<file path="config.mk">
export PLATFORM = sky130hd
export DESIGN_NAME = sync_bin_counter
export DESIGN_NICKNAME = d
export VERILOG_FILES = /design/src/rtl/sbc_pkg.sv /design/src/rtl/sbc_slice.sv /design/src/rtl/sbc_carry_net.sv /design/src/rtl/sync_bin_counter.sv
export SDC_FILE = /design/constraint.sdc
export NUM_CORES = 1
export LEC_CHECK = 0
export BUFFER_PORTS_ARGS = -buffer_cell sky130_fd_sc_hd__buf_2
export CAP_MARGIN = 25
export CORE_AREA = 2 2 39 41
export DETAILED_ROUTE_END_ITERATION = 10
export DIE_AREA = 0 0 41 43
export GPL_ROUTABILITY_DRIVEN = 0
export PLACE_DENSITY = 0.63
export REMOVE_ABC_BUFFERS = 1
export SYNTH_ARGS = -nofsm -noshare
export SYNTH_HDL_FRONTEND = slang
export SYNTH_SLANG_ARGS = --single-unit
</file>
<file path="constraint.sdc">
create_clock -name clk -period 1.4 [get_ports clk]
set_input_delay 0 -clock clk [delete_from_list [all_inputs] [get_ports clk]]
set_output_delay 0 -clock clk [all_outputs]
set_load 0.005 [all_outputs]
</file>
<file path="src/rtl/sbc_pkg.sv">
package sbc_pkg;

   typedef enum logic [1:0] {
      SBC_HOLD  = 2'd0,
      SBC_CLEAR = 2'd1,
      SBC_LOAD  = 2'd2,
      SBC_COUNT = 2'd3
   } sbc_op_e;

   // Edge action: clear over load over count over hold.
   function automatic sbc_op_e sbc_pick_op(input logic clear_n, input logic load_n,
                                           input logic en_p, input logic en_t);
      if (!clear_n)           return SBC_CLEAR;
      else if (!load_n)       return SBC_LOAD;
      else if (en_p && en_t)  return SBC_COUNT;
      else                    return SBC_HOLD;
   endfunction

endpackage

</file>
<file path="src/rtl/sbc_slice.sv">
module sbc_slice
   import sbc_pkg::*;
#(
   parameter int SLICE_W = 4
) (
   input  logic               clk,
   input  logic               clear_n,
   input  logic               load_n,
   input  logic               en_p,
   input  logic               en_t,
   input  logic [SLICE_W-1:0] din,
   output logic [SLICE_W-1:0] q,
   output logic               full_o
);

   localparam logic [SLICE_W-1:0] ONE = SLICE_W'(1);

   if (SLICE_W < 1) begin : g_bad_w
      $error("sbc_slice: SLICE_W must be at least 1");
   end

   sbc_op_e             op;
   logic [SLICE_W-1:0]  q_nxt;

   always_comb begin
      op = sbc_pick_op(clear_n, load_n, en_p, en_t);
      unique case (op)
         SBC_CLEAR: q_nxt = '0;
         SBC_LOAD:  q_nxt = din;
         SBC_COUNT: q_nxt = q + ONE;
         default:   q_nxt = q;
      endcase
   end

   always_ff @(posedge clk) q <= q_nxt;

   assign full_o = &q;

   // Checks become live once a clear has defined the state.
   logic chk_live = 1'b0;
   always_ff @(posedge clk) if (!clear_n) chk_live <= 1'b1;

   a_r1_clear: assert property (@(posedge clk) disable iff (!chk_live)
      !clear_n |=> q == '0);
   a_r2_load: assert property (@(posedge clk) disable iff (!chk_live)
      (clear_n && !load_n) |=> q == $past(din));
   a_r3_count: assert property (@(posedge clk) disable iff (!chk_live)
      (clear_n && load_n && en_p && en_t) |=> q == SLICE_W'($past(q) + ONE));
   a_r4_hold: assert property (@(posedge clk) disable iff (!chk_live)
      (clear_n && load_n && !(en_p && en_t)) |=> $stable(q));

endmodule

</file>
<file path="src/rtl/sbc_carry_net.sv">
module sbc_carry_net #(
   parameter int NUM_STAGES = 2,
   parameter bit LOOKAHEAD  = 1'b0
) (
   input  logic                  en_t,
   input  logic [NUM_STAGES-1:0] full,
   output logic [NUM_STAGES-1:0] stage_t,
   output logic                  carry_o
);

   if (NUM_STAGES < 1) begin : g_bad_n
      $error("sbc_carry_net: NUM_STAGES must be at least 1");
   end

   assign stage_t[0] = en_t;

   for (genvar i = 1; i < NUM_STAGES; i++) begin : g_t
      if (LOOKAHEAD) begin : g_la
         // One wide AND: flat depth, more fan-in per stage.
         assign stage_t[i] = en_t & (&full[i-1:0]);
      end else begin : g_rip
         // Each stage's carry feeds the next stage's T.
         assign stage_t[i] = stage_t[i-1] & full[i-1];
      end
   end

   assign carry_o = stage_t[NUM_STAGES-1] & full[NUM_STAGES-1];

endmodule

</file>
<file path="src/rtl/sync_bin_counter.sv">
module sync_bin_counter #(
   parameter int STAGE_W    = 4,
   parameter int NUM_STAGES = 2,
   parameter bit LOOKAHEAD  = 1'b0
) (
   input  logic                          clk,
   input  logic                          clear_n,
   input  logic                          load_n,
   input  logic                          cnt_en_p,
   input  logic                          cnt_en_t,
   input  logic [STAGE_W*NUM_STAGES-1:0] load_val,
   output logic [STAGE_W*NUM_STAGES-1:0] count,
   output logic                          carry_o
);

   localparam int TOT_W = STAGE_W * NUM_STAGES;

   if (STAGE_W < 1 || STAGE_W > 32) begin : g_bad_sw
      $error("sync_bin_counter: STAGE_W out of range 1..32");
   end
   if (NUM_STAGES < 1 || TOT_W > 64) begin : g_bad_ns
      $error("sync_bin_counter: NUM_STAGES out of range");
   end

   logic [NUM_STAGES-1:0] full;
   logic [NUM_STAGES-1:0] stage_t;

   for (genvar s = 0; s < NUM_STAGES; s++) begin : g_slice
      sbc_slice #(.SLICE_W(STAGE_W)) slice_i (
         .clk     (clk),
         .clear_n (clear_n),
         .load_n  (load_n),
         .en_p    (cnt_en_p),
         .en_t    (stage_t[s]),
         .din     (load_val[s*STAGE_W +: STAGE_W]),
         .q       (count[s*STAGE_W +: STAGE_W]),
         .full_o  (full[s])
      );
   end

   sbc_carry_net #(.NUM_STAGES(NUM_STAGES), .LOOKAHEAD(LOOKAHEAD)) carry_i (
      .en_t    (cnt_en_t),
      .full    (full),
      .stage_t (stage_t),
      .carry_o (carry_o)
   );

   logic chk_live = 1'b0;
   always_ff @(posedge clk) if (!clear_n) chk_live <= 1'b1;

   a_r5_carry: assert property (@(posedge clk) disable iff (!chk_live)
      carry_o == (cnt_en_t && count == {TOT_W{1'b1}}));
   a_r6_wrap: assert property (@(posedge clk) disable iff (!chk_live)
      (clear_n && load_n && cnt_en_p && cnt_en_t && count == {TOT_W{1'b1}})
      |=> count == '0);

   for (genvar s = 1; s < NUM_STAGES; s++) begin : g_chk_up
      a_r7_upper_hold: assert property (@(posedge clk) disable iff (!chk_live)
         (clear_n && load_n && !(cnt_en_p && cnt_en_t && count[s*STAGE_W-1:0] == {(s*STAGE_W){1'b1}}))
         |=> $stable(count[s*STAGE_W +: STAGE_W]));
   end

endmodule

</file>
==> results of run 1 <==
-- per-layer routing --
metal  routed length (um)  vias to the layer above  track usage
li1                     -                      228            -
met1                  468                      194       0.1852
met2                  502                       11       0.2063
met3                   45                        2      0.04712
met4                   10                        0       0.1000
met5                    0                        -            0
-- Yosys cell counts, types with 2 or more instances --
cell type / n
sky130_fd_sc_hd__edfxtp_1: 8
sky130_fd_sc_hd__nand2_1: 8
sky130_fd_sc_hd__o21ai_0: 4
sky130_fd_sc_hd__nand3_1: 3
sky130_fd_sc_hd__ha_1: 2
sky130_fd_sc_hd__inv_1: 2
sky130_fd_sc_hd__o31ai_1: 2
sky130_fd_sc_hd__xnor2_1: 2
sky130_fd_sc_hd__xor2_1: 2
-- timing repair --
action	CTS	global route
buffers inserted	1	1
resized for setup	0	1
endpoints found under the setup margin	4	6
pin swaps	1	1
-- path summary, 6_finish.rpt --
kind                            from                      end  slack (ns)
max          g_slice[0].slice_i.q[1]  g_slice[1].slice_i.q[1]        0.07
min                      load_val[3]  g_slice[0].slice_i.q[3]        0.04
max reg2reg  g_slice[0].slice_i.q[1]  g_slice[1].slice_i.q[1]        0.07
min reg2reg  g_slice[0].slice_i.q[3]  g_slice[0].slice_i.q[3]        0.73
-- area by class of cell --
| type | instances | share of cell area |
|---|---|---|
| Clock buffer | 3 | 0.03297 |
| Timing Repair Buffer | 28 | 0.2308 |
| Multi-Input combinational cell | 34 | 0.3443 |
| Sequential cell | 8 | 0.3516 |
| Inverter | 2 | 0.01099 |
| Tap cell | 16 | 0.02930 |
-- cell usage in the layout, fill, tap and decap left out --
| cell | Yosys | final |
|---|---|---|
| sky130_fd_sc_hd__and2_1 | 1 | 1 |
| sky130_fd_sc_hd__and2b_2 | 1 | 1 |
| sky130_fd_sc_hd__buf_2 | 0 | 21 |
| sky130_fd_sc_hd__buf_4 | 0 | 7 |
| sky130_fd_sc_hd__clkbuf_4 | 0 | 3 |
| sky130_fd_sc_hd__edfxtp_1 | 8 | 8 |
| sky130_fd_sc_hd__ha_1 | 2 | 1 |
| sky130_fd_sc_hd__ha_2 | 0 | 1 |
| sky130_fd_sc_hd__inv_1 | 2 | 2 |
| sky130_fd_sc_hd__nand2_1 | 8 | 8 |
| sky130_fd_sc_hd__nand3_1 | 3 | 3 |
| sky130_fd_sc_hd__nand3_2 | 1 | 1 |
| sky130_fd_sc_hd__nand4_1 | 1 | 1 |
| sky130_fd_sc_hd__nand4_2 | 1 | 1 |
| sky130_fd_sc_hd__nor2_1 | 1 | 1 |
| sky130_fd_sc_hd__nor2b_1 | 1 | 1 |
| sky130_fd_sc_hd__nor4b_2 | 1 | 1 |
| sky130_fd_sc_hd__o211ai_1 | 1 | 1 |
| sky130_fd_sc_hd__o21a_1 | 1 | 1 |
| sky130_fd_sc_hd__o21ai_0 | 4 | 4 |
| sky130_fd_sc_hd__o31ai_1 | 2 | 2 |
| sky130_fd_sc_hd__o32ai_1 | 1 | 1 |
| sky130_fd_sc_hd__xnor2_1 | 2 | 2 |
| sky130_fd_sc_hd__xor2_1 | 2 | 2 |
-- cell families after synthesis --
kind of cell / count (synthesis) / synth area share
and+or+nand+nor: 19 / 0.2370
AOI/OAI and AO/OA: 9 / 0.1224
DFF: 8 / 0.5000
xor gates and xnor gates: 4 / 0.07293
buffers and inverters: 2 / 0.01563
adders and majority gates: 2 / 0.05208
-- power groups by stage --
stage / registers (uW) / clock network [uW] / logic [uW]
after floorplan: 308 / 0 / 37.9
after global placement: 304 / 0 / 99.7
after detailed placement: 305 / 0 / 100
after CTS: 300 / 175 / 103
after global routing: 303 / 187 / 118
final: 300 / 168 / 104
-- per-stage QoR --
step           instances  cell area, sq um  utilization  total power [uW]  hold slack [ns]
6_report              91             683.2       0.4937             571.6          0.03701
3_5_place_dp          86             643.1       0.4647             405.2           0.2785
4_1_cts               90             673.1       0.4864             578.2          0.02769
3_3_place_gp          86             643.1       0.4647             403.3           0.2718
2_1_floorplan         44             480.5            -             345.5           0.1119
5_1_grt               91             683.2       0.4937             607.9          0.04807
-- critical path: stages, from the launching register on --
cell and delay, ns:
sky130_fd_sc_hd__edfxtp_1 0.36, sky130_fd_sc_hd__ha_2 0.19, sky130_fd_sc_hd__nand3_2 0.10, sky130_fd_sc_hd__buf_4 0.16
sky130_fd_sc_hd__o32ai_1 0.23, sky130_fd_sc_hd__and2_1 0.16
==> metrics list, run 1 <==
* Status: finished, final reports clean
* Power density normalized to cell area: 836.7 nW/um^2
- In the synthesized netlist, the number of instances is 44.
* Total Routed Length: 1.026 mm
- Sequential share of power: 0.525
* Clock tree from TritonCTS: done
- Data on the critical path is required at its endpoint by 1.51 ns.
- DRC viols: 0
- Critical path capture point type: flip-flop
- Worst Path Max Fanout: 3
- Share of the clock period used by the worst path after layout: 0.9499
- The netlist uses 20 different library cells.
- Die Ht: 43 um
- CP Data Arrival Time: 1.44 ns
* Register name with the most flops: g_slice.slice_i.q
- Buffers placed on the I/O ports in this run total 21.
* Largest registers: g_slice.slice_i.q: 8 flops
- CTS HTree Levels: 1
* Die extent in x: 41 um
* Min Clock Period, post-route: 1.330 ns
* Violation count after the first detailed-routing iteration: 8
- Of the cells placed in the final design, the portion with a size suffix greater than 1 is 0.4800.
- The max-slew violation count was 0.
* Initial Util: 0.3472
* DP Worst Slack: -0.02717 ns
- Diode count: 0
- The setup path with the least slack is of type reg2reg.
- The share of total power dissipated in combinational logic is 0.182.
- The worst setup path is launched from a flip-flop.
- Top-Level Pins: 22
- Initial antenna violation count: 0
- Across the routed clock network, the largest skew measured is 0.006320 ns.
* Cells on worst reg2reg path: 5
- The worst hold path was traced through 3 stages.
- CTS placed an instance of sky130_fd_sc_hd__clkbuf_4 at the clock tree root.
- Reported net switching power: 132.8 uW
- Setup total negative slack on the finished layout was measured at 0 ns.
* Worst-case setup margin in the final layout: 0.07011 ns
- Clock power frac: 0.293
- Of the post-synthesis cell area, the dominant cell type holds 0.5000.
- Peak ir drop on the vdd network: 0.0003715 V
- Total of hold buffers inserted after clock tree synthesis: 0
- Proportion of synthesized flip-flops having asynchronous set or reset: 0
- Area used by sequential logic in the layout: 240.2 sq um
- In this run, synthesis inferred 8 flip-flops with an integrated enable.
- Slew at the pin with the worst max-slew slack: 0.4085 ns
* Post-route ant nets: 0
* Floorplan Core Area: 1384 sq um
* Area occupied by multi-input gates: 235.2 sq um
- Setup-failing EPs final: 0
- The clock reaches the later pin of the worst-skew pair after 0.25 ns.
- Of all cell types, the one taking the most synthesized area is sky130_fd_sc_hd__edfxtp_1.
- For this run, the top clock speed supported by timing is 751.9 MHz.
* Total congestion overflow: 0
- Of the total power, the share spent switching nets is 0.2324.
* Leakage power of the design: 0.0003060 uW
- Internal power comes to 438.8 uW.
* Total clock buffers created by CTS: 3
* HPWL after DPL: 819.5 um
* Pin count of the biggest net entering global routing: 9
- Syn-to-layout area delta: 42.19%
- Of the synthesized area, sequential elements account for 0.5000.
- No sink is reached through more buffers than the 2 on the longest clock path.
- After floorplanning, the core was divided into 14 placement rows.
* Clk sink count: 8
- Synthesis-stage register bit count: 8
- Number of max-cap violations: 0
- For this run, the leading register cell type out of synthesis is sky130_fd_sc_hd__edfxtp_1.
- Final hold violation count: 0
* Clock input transition at the sequential cells of the worst setup and hold paths: 0.05 ns
* Overall routing resource usage: 0.1477
- Via count of the routed design: 435
- Headroom to the max-slew limit came out at 0.7271.
- Mean routed wirelength per cell: 11.27 um
* Netlist Area Pre-Place: 480.5 sq um
* Flip-flop count of the largest register, all copies and words added: 8
- Vias in the first global route: 407
- For this run, the detailed router's first-pass iteration total came to 3.
- Synth Warn #: 0
- Layout Nets: 92
- Using the TritonRoute via totals, the vias-per-cell ratio works out to 4.780.
- The first global-routing pass estimated 1.649 mm of wire.
- The die covers 1763 sq um.
* Tightest Hold Check Type: in2reg
* Number of inserted filler cells in the final layout: 132
- After synthesis, the mean cell area works out to 10.92 sq um.
- Dominant cells by area after synthesis: sky130_fd_sc_hd__edfxtp_1 50%, sky130_fd_sc_hd__nand2_1 6.3%, sky130_fd_sc_hd__ha_1 5.2%
Note: power is estimated with default switching activity, not from simulation.
==> run 2: changes to the inputs <==
ABC_AREA = 1   (was not set)
PLACE_DENSITY = 0.65   (was 0.63)
==> run 2 against run 1 <==
  * Setup slack better by 0.035 ns
  * Cell count is 5.5% higher
  * Sequential power is 1% higher
  * Largest power group unchanged
  * Non-clock buffer count is 5 lower
  * Critical endpoint is now g_slice[0].slice_i.q[2]
  * Fmax is 2.7% higher
  * Critical path depth is 1 lower
==> metrics list, run 2 <==
* Cell with the largest stage delay on the worst path: sky130_fd_sc_hd__edfxtp_1
- The worst setup path is launched from a flip-flop.
- After detailed routing, the total wire length is 1.027 mm.
* Number of cells produced by synthesis: 54
* Top-Level Pins: 22
- The commonest cells after synthesis are 18 x sky130_fd_sc_hd__nand2_1, 8 x sky130_fd_sc_hd__edfxtp_1, 5 x sky130_fd_sc_hd__inv_1, 5 x sky130_fd_sc_hd__nand3_1, 4 x sky130_fd_sc_hd__o21ai_2.
- The synthesized netlist occupies a cell area of 505.5 sq um.
- From left edge to right edge, the die measures 41 um.
- Via count of the routed design: 458
* Die Ht: 43 um
- The register with the most flip-flops in the layout has 8 of them.
* Min Clock Period, post-route: 1.295 ns
* Placed Instances: 93
* Number of enable flip-flop cells after synthesis: 8
* Most instantiated flip-flop cell in the synthesis netlist: sky130_fd_sc_hd__edfxtp_1
- Measured against its own limit, the worst slew margin works out to 0.7878.
- Cell with the most instances after synthesis: sky130_fd_sc_hd__nand2_1
- Post CTS Setup Buffer Count: 0
- HPWL after DPL: 865.4 um
- Proportion of synthesized flip-flops having asynchronous set or reset: 0
- After detailed routing, the average wire length per cell comes to 10.70 um.
* Overall routing resource usage: 0.1465
- CTS saw 8 sinks.
- Critical path data required time: 1.40 ns
* Clock insertion delay at the later pin of the skew report: 0.25 ns
- DRC viols: 0
- Final hold violation count: 0
* Final cell count without fillers: 96
- Tightest Hold Check Type: in2reg
- The count of buffers added on input and output ports is 21.
* Vias per cell: 4.771
- Worst Path Max Fanout: 4
- The area growth from synthesis to layout is 32.67%.
- The completed layout was analyzed and its total power is 585.2 uW.
* Pin count of the biggest net entering global routing: 9
* Status: finished, final reports clean
- Once the clock tree was built, the resizer swapped 0 gates to a different size.
* CTS HTree Levels: 1
- Clock input transition at the sequential cells of the worst setup and hold paths: 0.05 ns
- The max-slew violation count was 0.
- The share of the Yosys chip area taken by registers is 0.4752.
- For this run, the top clock speed supported by timing is 772.0 MHz.
- For this configuration, the core starts out at a cell density of 0.3653.
- The number of global-route vias before repair is 417.
- Fraction of final layout cells with drive strength greater than 1: 0.4500
- Number of max-cap violations: 0
* Crit path kind: reg2reg
* Die area: 1763 sq um
- Buffer type at the clock tree root: sky130_fd_sc_hd__clkbuf_4
* First-pass detailed-route iteration total: 4
* Total of hold buffers inserted after clock tree synthesis: 0
- Dominant cells by area after synthesis: sky130_fd_sc_hd__edfxtp_1 48%, sky130_fd_sc_hd__nand2_1 13%, sky130_fd_sc_hd__o21ai_2 6.9%
* Leakage power of the design: 0.0003214 uW
- VDD sags by at most 0.0004601 V.
- The synthesized design spends more area on one cell type than any other, namely sky130_fd_sc_hd__edfxtp_1.
- The share of synthesized area in the top cell type comes to 0.4752.
* Post-route ant nets: 0
- The first global-routing pass estimated 1.745 mm of wire.
- After the first detailed-routing iteration, the DRC count stood at 18.
* Initial antenna violation count: 0
- Setup violations remaining at the end of the flow were counted as 0.
- In this run, distinct cell masters in the synthesized netlist total 17.
- Counting both buffers and inverters, the worst setup path holds a total of 0.
- A synthesized cell averages 9.361 sq um.
- CP Data Arrival Time: 1.30 ns
* Slew at the pin with the worst max-slew slack: 0.3179 ns
- Delay of the slowest critical-path stage: 0.42 ns
* Most frequent cells in the layout: 21 x sky130_fd_sc_hd__buf_2, 17 x sky130_fd_sc_hd__nand2_1, 8 x sky130_fd_sc_hd__edfxtp_1
- Synth Warn #: 0
- Critical path capture point type: flip-flop
- Synthesis-stage register bit count: 8
- Register name with the most flops: g_slice.slice_i.q
- Crit path cell chain: ha_1 -> or2_2 -> nand3_1 -> nand2_1
* Power density normalized to cell area: 872.5 nW/um^2
* Layout Nets: 97
- In the finished design, the share of the clock period the worst path needs comes to 0.9252.
- Num rows: 14
- Leaving out fill and tap cells, the most frequent cell in the layout is sky130_fd_sc_hd__buf_2.
* Final setup skew: 0.0008520 ns
* Total clock buffers created by CTS: 3
* Largest registers: g_slice.slice_i.q: 8 flops
- Summed over all layers, the global routing overflow is 0.
- Grouping stages by cell kind, the critical path spends the most delay in flip-flops.
- Floorplan Core Area: 1384 sq um
- Setup total negative slack on the finished layout was measured at 0 ns.
- Maximum buffer depth of the clock tree: 2
* Unrepaired setup endpoints after global routing: false
- Diode count: 0
- Clock tree from TritonCTS: done
-- run 2: cell types whose count changed in the layout (fill, tap and decap cells not counted), moves of 2 or more --
cell / delta
sky130_fd_sc_hd__nand2_1: +9
sky130_fd_sc_hd__buf_4: -5
sky130_fd_sc_hd__o21ai_0: -4
sky130_fd_sc_hd__o21ai_2: +4
sky130_fd_sc_hd__inv_1: +3
sky130_fd_sc_hd__nand2_2: +2
sky130_fd_sc_hd__nand3_1: +2
sky130_fd_sc_hd__xor2_1: -2
-- run 2: worst paths after layout --
path | to | depth (start not counted) | from | slack, ns
worst max register to register | g_slice[0].slice_i.q[2] | 4 | g_slice[0].slice_i.q[1] | 0.10
worst min-delay path | g_slice[0].slice_i.q[3] | 3 | load_val[3] | 0.02
worst min register to register | g_slice[1].slice_i.q[0] | 2 | g_slice[1].slice_i.q[0] | 0.69
worst max-delay path | g_slice[0].slice_i.q[2] | 4 | g_slice[0].slice_i.q[1] | 0.10
-- run 2: layout make-up --
class                   count  area [sq um]
clock buffers               3         22.52
well taps                  16         20.02
inverters                   5         18.77
fillers                   139         713.2
multi-input cells          41         249.0
flip-flops and latches      8         240.2
repair buffers             23         120.1
-- run 2: report_power, final --
group	leakage [uW]	internal, uW	total [uW]	switching, uW
registers	0.0000878	287	304	17.9
logic	0.000220	51.1	107	56.4
clock network	0.0000138	97.9	173	75.3
-- run 2: routing by layer --
| metal | wire length, um | track usage | vias to the layer above |
|---|---|---|---|
| met5 | 0 | 0 | - |
| met2 | 484 | 0.2063 | 14 |
| met4 | 0 | 0.06000 | 0 |
| met1 | 476 | 0.2114 | 202 |
| li1 | - | - | 242 |
| met3 | 66 | 0.03141 | 0 |
-- run 2: cells by family after synthesis --
family | Yosys count | share of synthesized area
AOI/OAI and AO/OA | 6 | 0.1015
adders and majority gates | 2 | 0.04950
buffers and inverters | 5 | 0.03713
DFF | 8 | 0.4752
xor gates and xnor gates | 1 | 0.01733
and+or+nand+nor | 32 | 0.3193
-- run 2: worst reg2reg max path: cells and delay by family, from the launching register on --
kind / cells / cell delay (ns)
flip-flops: 1 / 0.42
AND/OR/NAND/NOR: 3 / 0.40
adder cells (fa/ha/maj): 1 / 0.22
-- run 2: metrics by stage --
step | setup slack (ns) | area [sq um] | hold slack [ns] | util
2_1_floorplan | 0.1004 | 505.5 | 0.1738 | -
3_3_place_gp | 0.1222 | 645.6 | 0.2717 | 0.4665
3_5_place_dp | 0.08707 | 645.6 | 0.2785 | 0.4665
4_1_cts | 0.07805 | 668.1 | 0.02429 | 0.4828
5_1_grt | 0.01090 | 670.6 | 0.02739 | 0.4846
6_report | 0.1047 | 670.6 | 0.02458 | 0.4846
==> run 3: changes to the inputs <==
PLACE_DENSITY = 0.68   (was 0.65)
clock period = 1.15 ns   (was 1.4 ns; I/O delays follow)
==> run 3 against run 2 <==
  * The run now ends with negative setup slack left
  * Global-route usage increased by 2.0 points
  * Sequential share of layout area shrank 5.2 points
  * Clock skew grew 0.0029 ns
  * Count of clock-buffer cells in the layout stayed put
  * First-iteration DRC count down 78%
  * Design area is 17% higher
  * Fmax rose by 3.3%
  * Via count increased by 12%
  * Register-to-register slack worse by 0.21 ns
  * Cell count up 7.3%
  * Largest cell class unchanged
==> metrics list, run 3 (same netlist as run 2, synthesis figures left out) <==
- Share of the clock period used by the worst path after layout: 1.090
* Final number of max-transition violations: 0
- Setup repair after global routing could not meet its margin everywhere.
- Detailed-routed wire length on met3: 55 um
* Clock insertion delay at the later pin of the skew report: 0.26 ns
- Crit path kind: reg2reg
- The worst hold path belongs to the class in2reg.
- Max-cap violations in this run came to 0.
- Flip-flop count of the largest register, all copies and words added: 8
- Fraction of final layout cells with drive strength greater than 1: 0.5862
- 22 I/O pins were placed.
* Minimum hold slack: 0.01532 ns
* Crit path cell chain: ha_4 -> nand2_4 -> buf_6 -> buf_4 -> nand3_2 -> nand2_1
- The slowest stage of the critical path belongs to the cell sky130_fd_sc_hd__edfxtp_1.
- The worst-case IR drop observed on VDD is 0.0006012 V.
- The worst setup path is launched from a flip-flop.
- In this run the number of H-tree levels came out at 1.
- HPWL after DPL: 945.1 um
- Leakage power of the design: 0.0003702 uW
- The first global-routing pass estimated 1.904 mm of wire.
- The die is 41 um wide.
- DRC viols: 0
- The smallest clock period supported by the final layout is computed as 1.253 ns.
* Most frequent cells in the layout: 21 x sky130_fd_sc_hd__buf_2, 16 x sky130_fd_sc_hd__nand2_1, 8 x sky130_fd_sc_hd__edfxtp_1
* Achievable frequency: 797.8 MHz
- Final hold violation count: 0
- Port bufs: 21
- Of the total power, the share spent switching nets is 0.2749.
- Pin count of the biggest net entering global routing: 9
* Final setup skew: 0.003767 ns
- Clock power frac: 0.287
- Measured in cells, the most critical reg-to-reg path has a length of 6.
* Combinational group share of total power: 0.233
* Failing checks: negative setup slack
- Once detail routing completed, the nets flagged for antenna violations numbered 0.
- The most critical setup path has its startpoint at g_slice[0].slice_i.q[0].
- Top layer in use: met4
* Sequential share of power: 0.480
- For the worst setup path, the data required time is 1.16 ns.
- Initial Util: 0.3653
* Die Ht: 43 um
- For this design, the CTS-stage hold fixing added 0 buffers.
- Wl on met1: 519 um
- Maximum buffer depth of the clock tree: 2
* Design internal power: 561.9 uW
- Vias in the first global route: 491
- Syn-to-layout area delta: 55.45%
* Die area: 1763 sq um
- The first detailed-routing pass ran for 4 iterations.
- Layout Utilization: 0.5678
- For this run the aggregate overflow at the end of global routing stands at 0.
- The tree built by TritonCTS fans out to 8 sinks.
- Most frequent standard cell in the layout excluding fill and tap cells: sky130_fd_sc_hd__buf_2
- Power density normalized to cell area: 986.3 nW/um^2
* Clock input transition at the sequential cells of the worst setup and hold paths: 0.06 ns
- Register name with the most flops: g_slice.slice_i.q
* Hold path start: load_val[3]
- Row generation in the floorplan step produced 14 rows.
- The routed design uses 673 um of met2 wire.
- The cell sitting at the root of the clock tree is a sky130_fd_sc_hd__clkbuf_4.
- The largest registers in the layout are g_slice.slice_i.q: 8 flops.
- Data arrives at the worst endpoint at 1.26 ns.
- Reported net switching power: 213.0 uW
- The worst setup path is captured at a flip-flop.
- Overall routing resource usage: 0.1662
- The number of antenna diodes in the final layout is 0.
- Total clock buffers created by CTS: 3
* Vias per cell: 4.990
- Floorplan Core Area: 1384 sq um
- Worst-case setup margin in the final layout: -0.1035 ns
* Slew at the pin with the worst max-slew slack: 0.3092 ns
- Clock tree from TritonCTS: done
* Worst Path Max Fanout: 2
* Delay of the slowest critical-path stage: 0.41 ns
* Initial antenna violation count: 0
- After detailed routing, the total wire length is 1.264 mm.
* Number of cells on the worst hold path: 3
- Via count of the routed design: 514
- Status: finished with violations
- After the last flow step, the layout net total stands at 104.
- The worst register-to-register path begins at g_slice[0].slice_i.q[0].
* Setup-failing EPs final: 11
- Relative slew slack: 0.7936
- The detailed router finished its first iteration with 4 violations.
* Mean routed wirelength per cell: 12.27 um
## run 3: cell types whose count changed in the layout (fill, tap and decap cells not counted), sizes merged
cell | previous run | this run
buf | 23 | 30
## run 3: path summary, 6_finish.rpt
kind	endpoint	slack [ns]
worst min register to register	g_slice[1].slice_i.q[0]	0.71
worst max-delay path	g_slice[0].slice_i.q[2]	-0.10
worst min-delay path	g_slice[0].slice_i.q[3]	0.02
worst max register to register	g_slice[0].slice_i.q[2]	-0.10
## run 3: power by group through the flow
stage	logic, uW	registers, uW	clock network (uW)
2_1_floorplan	56.7	381	0
3_3_place_gp	151	370	0
3_5_place_dp	156	372	0
4_1_cts	160	366	232
5_1_grt	201	376	250
6_report	181	372	222
## run 3: repair_timing
action | CTS | global route
endpoints found under the setup margin | 10 | 11
pin swaps | 2 | 3
resized for setup | 5 | 10
hold endpoints to repair | 0 | 0
buffers inserted | 0 | 2
## run 3: critical path: cells and delay by family, from the launching register on
family	cells	cell delay (ns)
adders and majority gates	1	0.17
buffers and inverters	2	0.24
DFF	1	0.41
and+or+nand+nor	3	0.17
## run 3: per-stage QoR
stage	setup slack, ns	std cells	TNS, ns	total power, uW	cell area, sq um
2_1_floorplan	-0.1496	54	-0.8580	437.8	505.5
3_3_place_gp	-0.08081	98	-0.3274	521.4	683.2
3_5_place_dp	-0.09767	98	-0.4986	527.7	683.2
4_1_cts	-0.08575	101	-0.5408	757.9	724.4
5_1_grt	-0.1741	103	-1.398	827.6	785.8
6_report	-0.1035	103	-0.5742	775.0	785.8
## run 3: metal layers
layer	vias to the layer above	global-route usage
li1	254	-
met1	244	0.1824
met2	14	0.2438
met3	2	0.05759
met4	0	0.1333
met5	-	0
## run 3: cell type report
class                   count  area (sq um)
clock buffers               3         22.52
well taps                  16         20.02
flip-flops and latches      8         240.2
inverters                   5         18.77
fillers                   131         598.1
repair buffers             30         180.2
multi-input cells          41         304.0
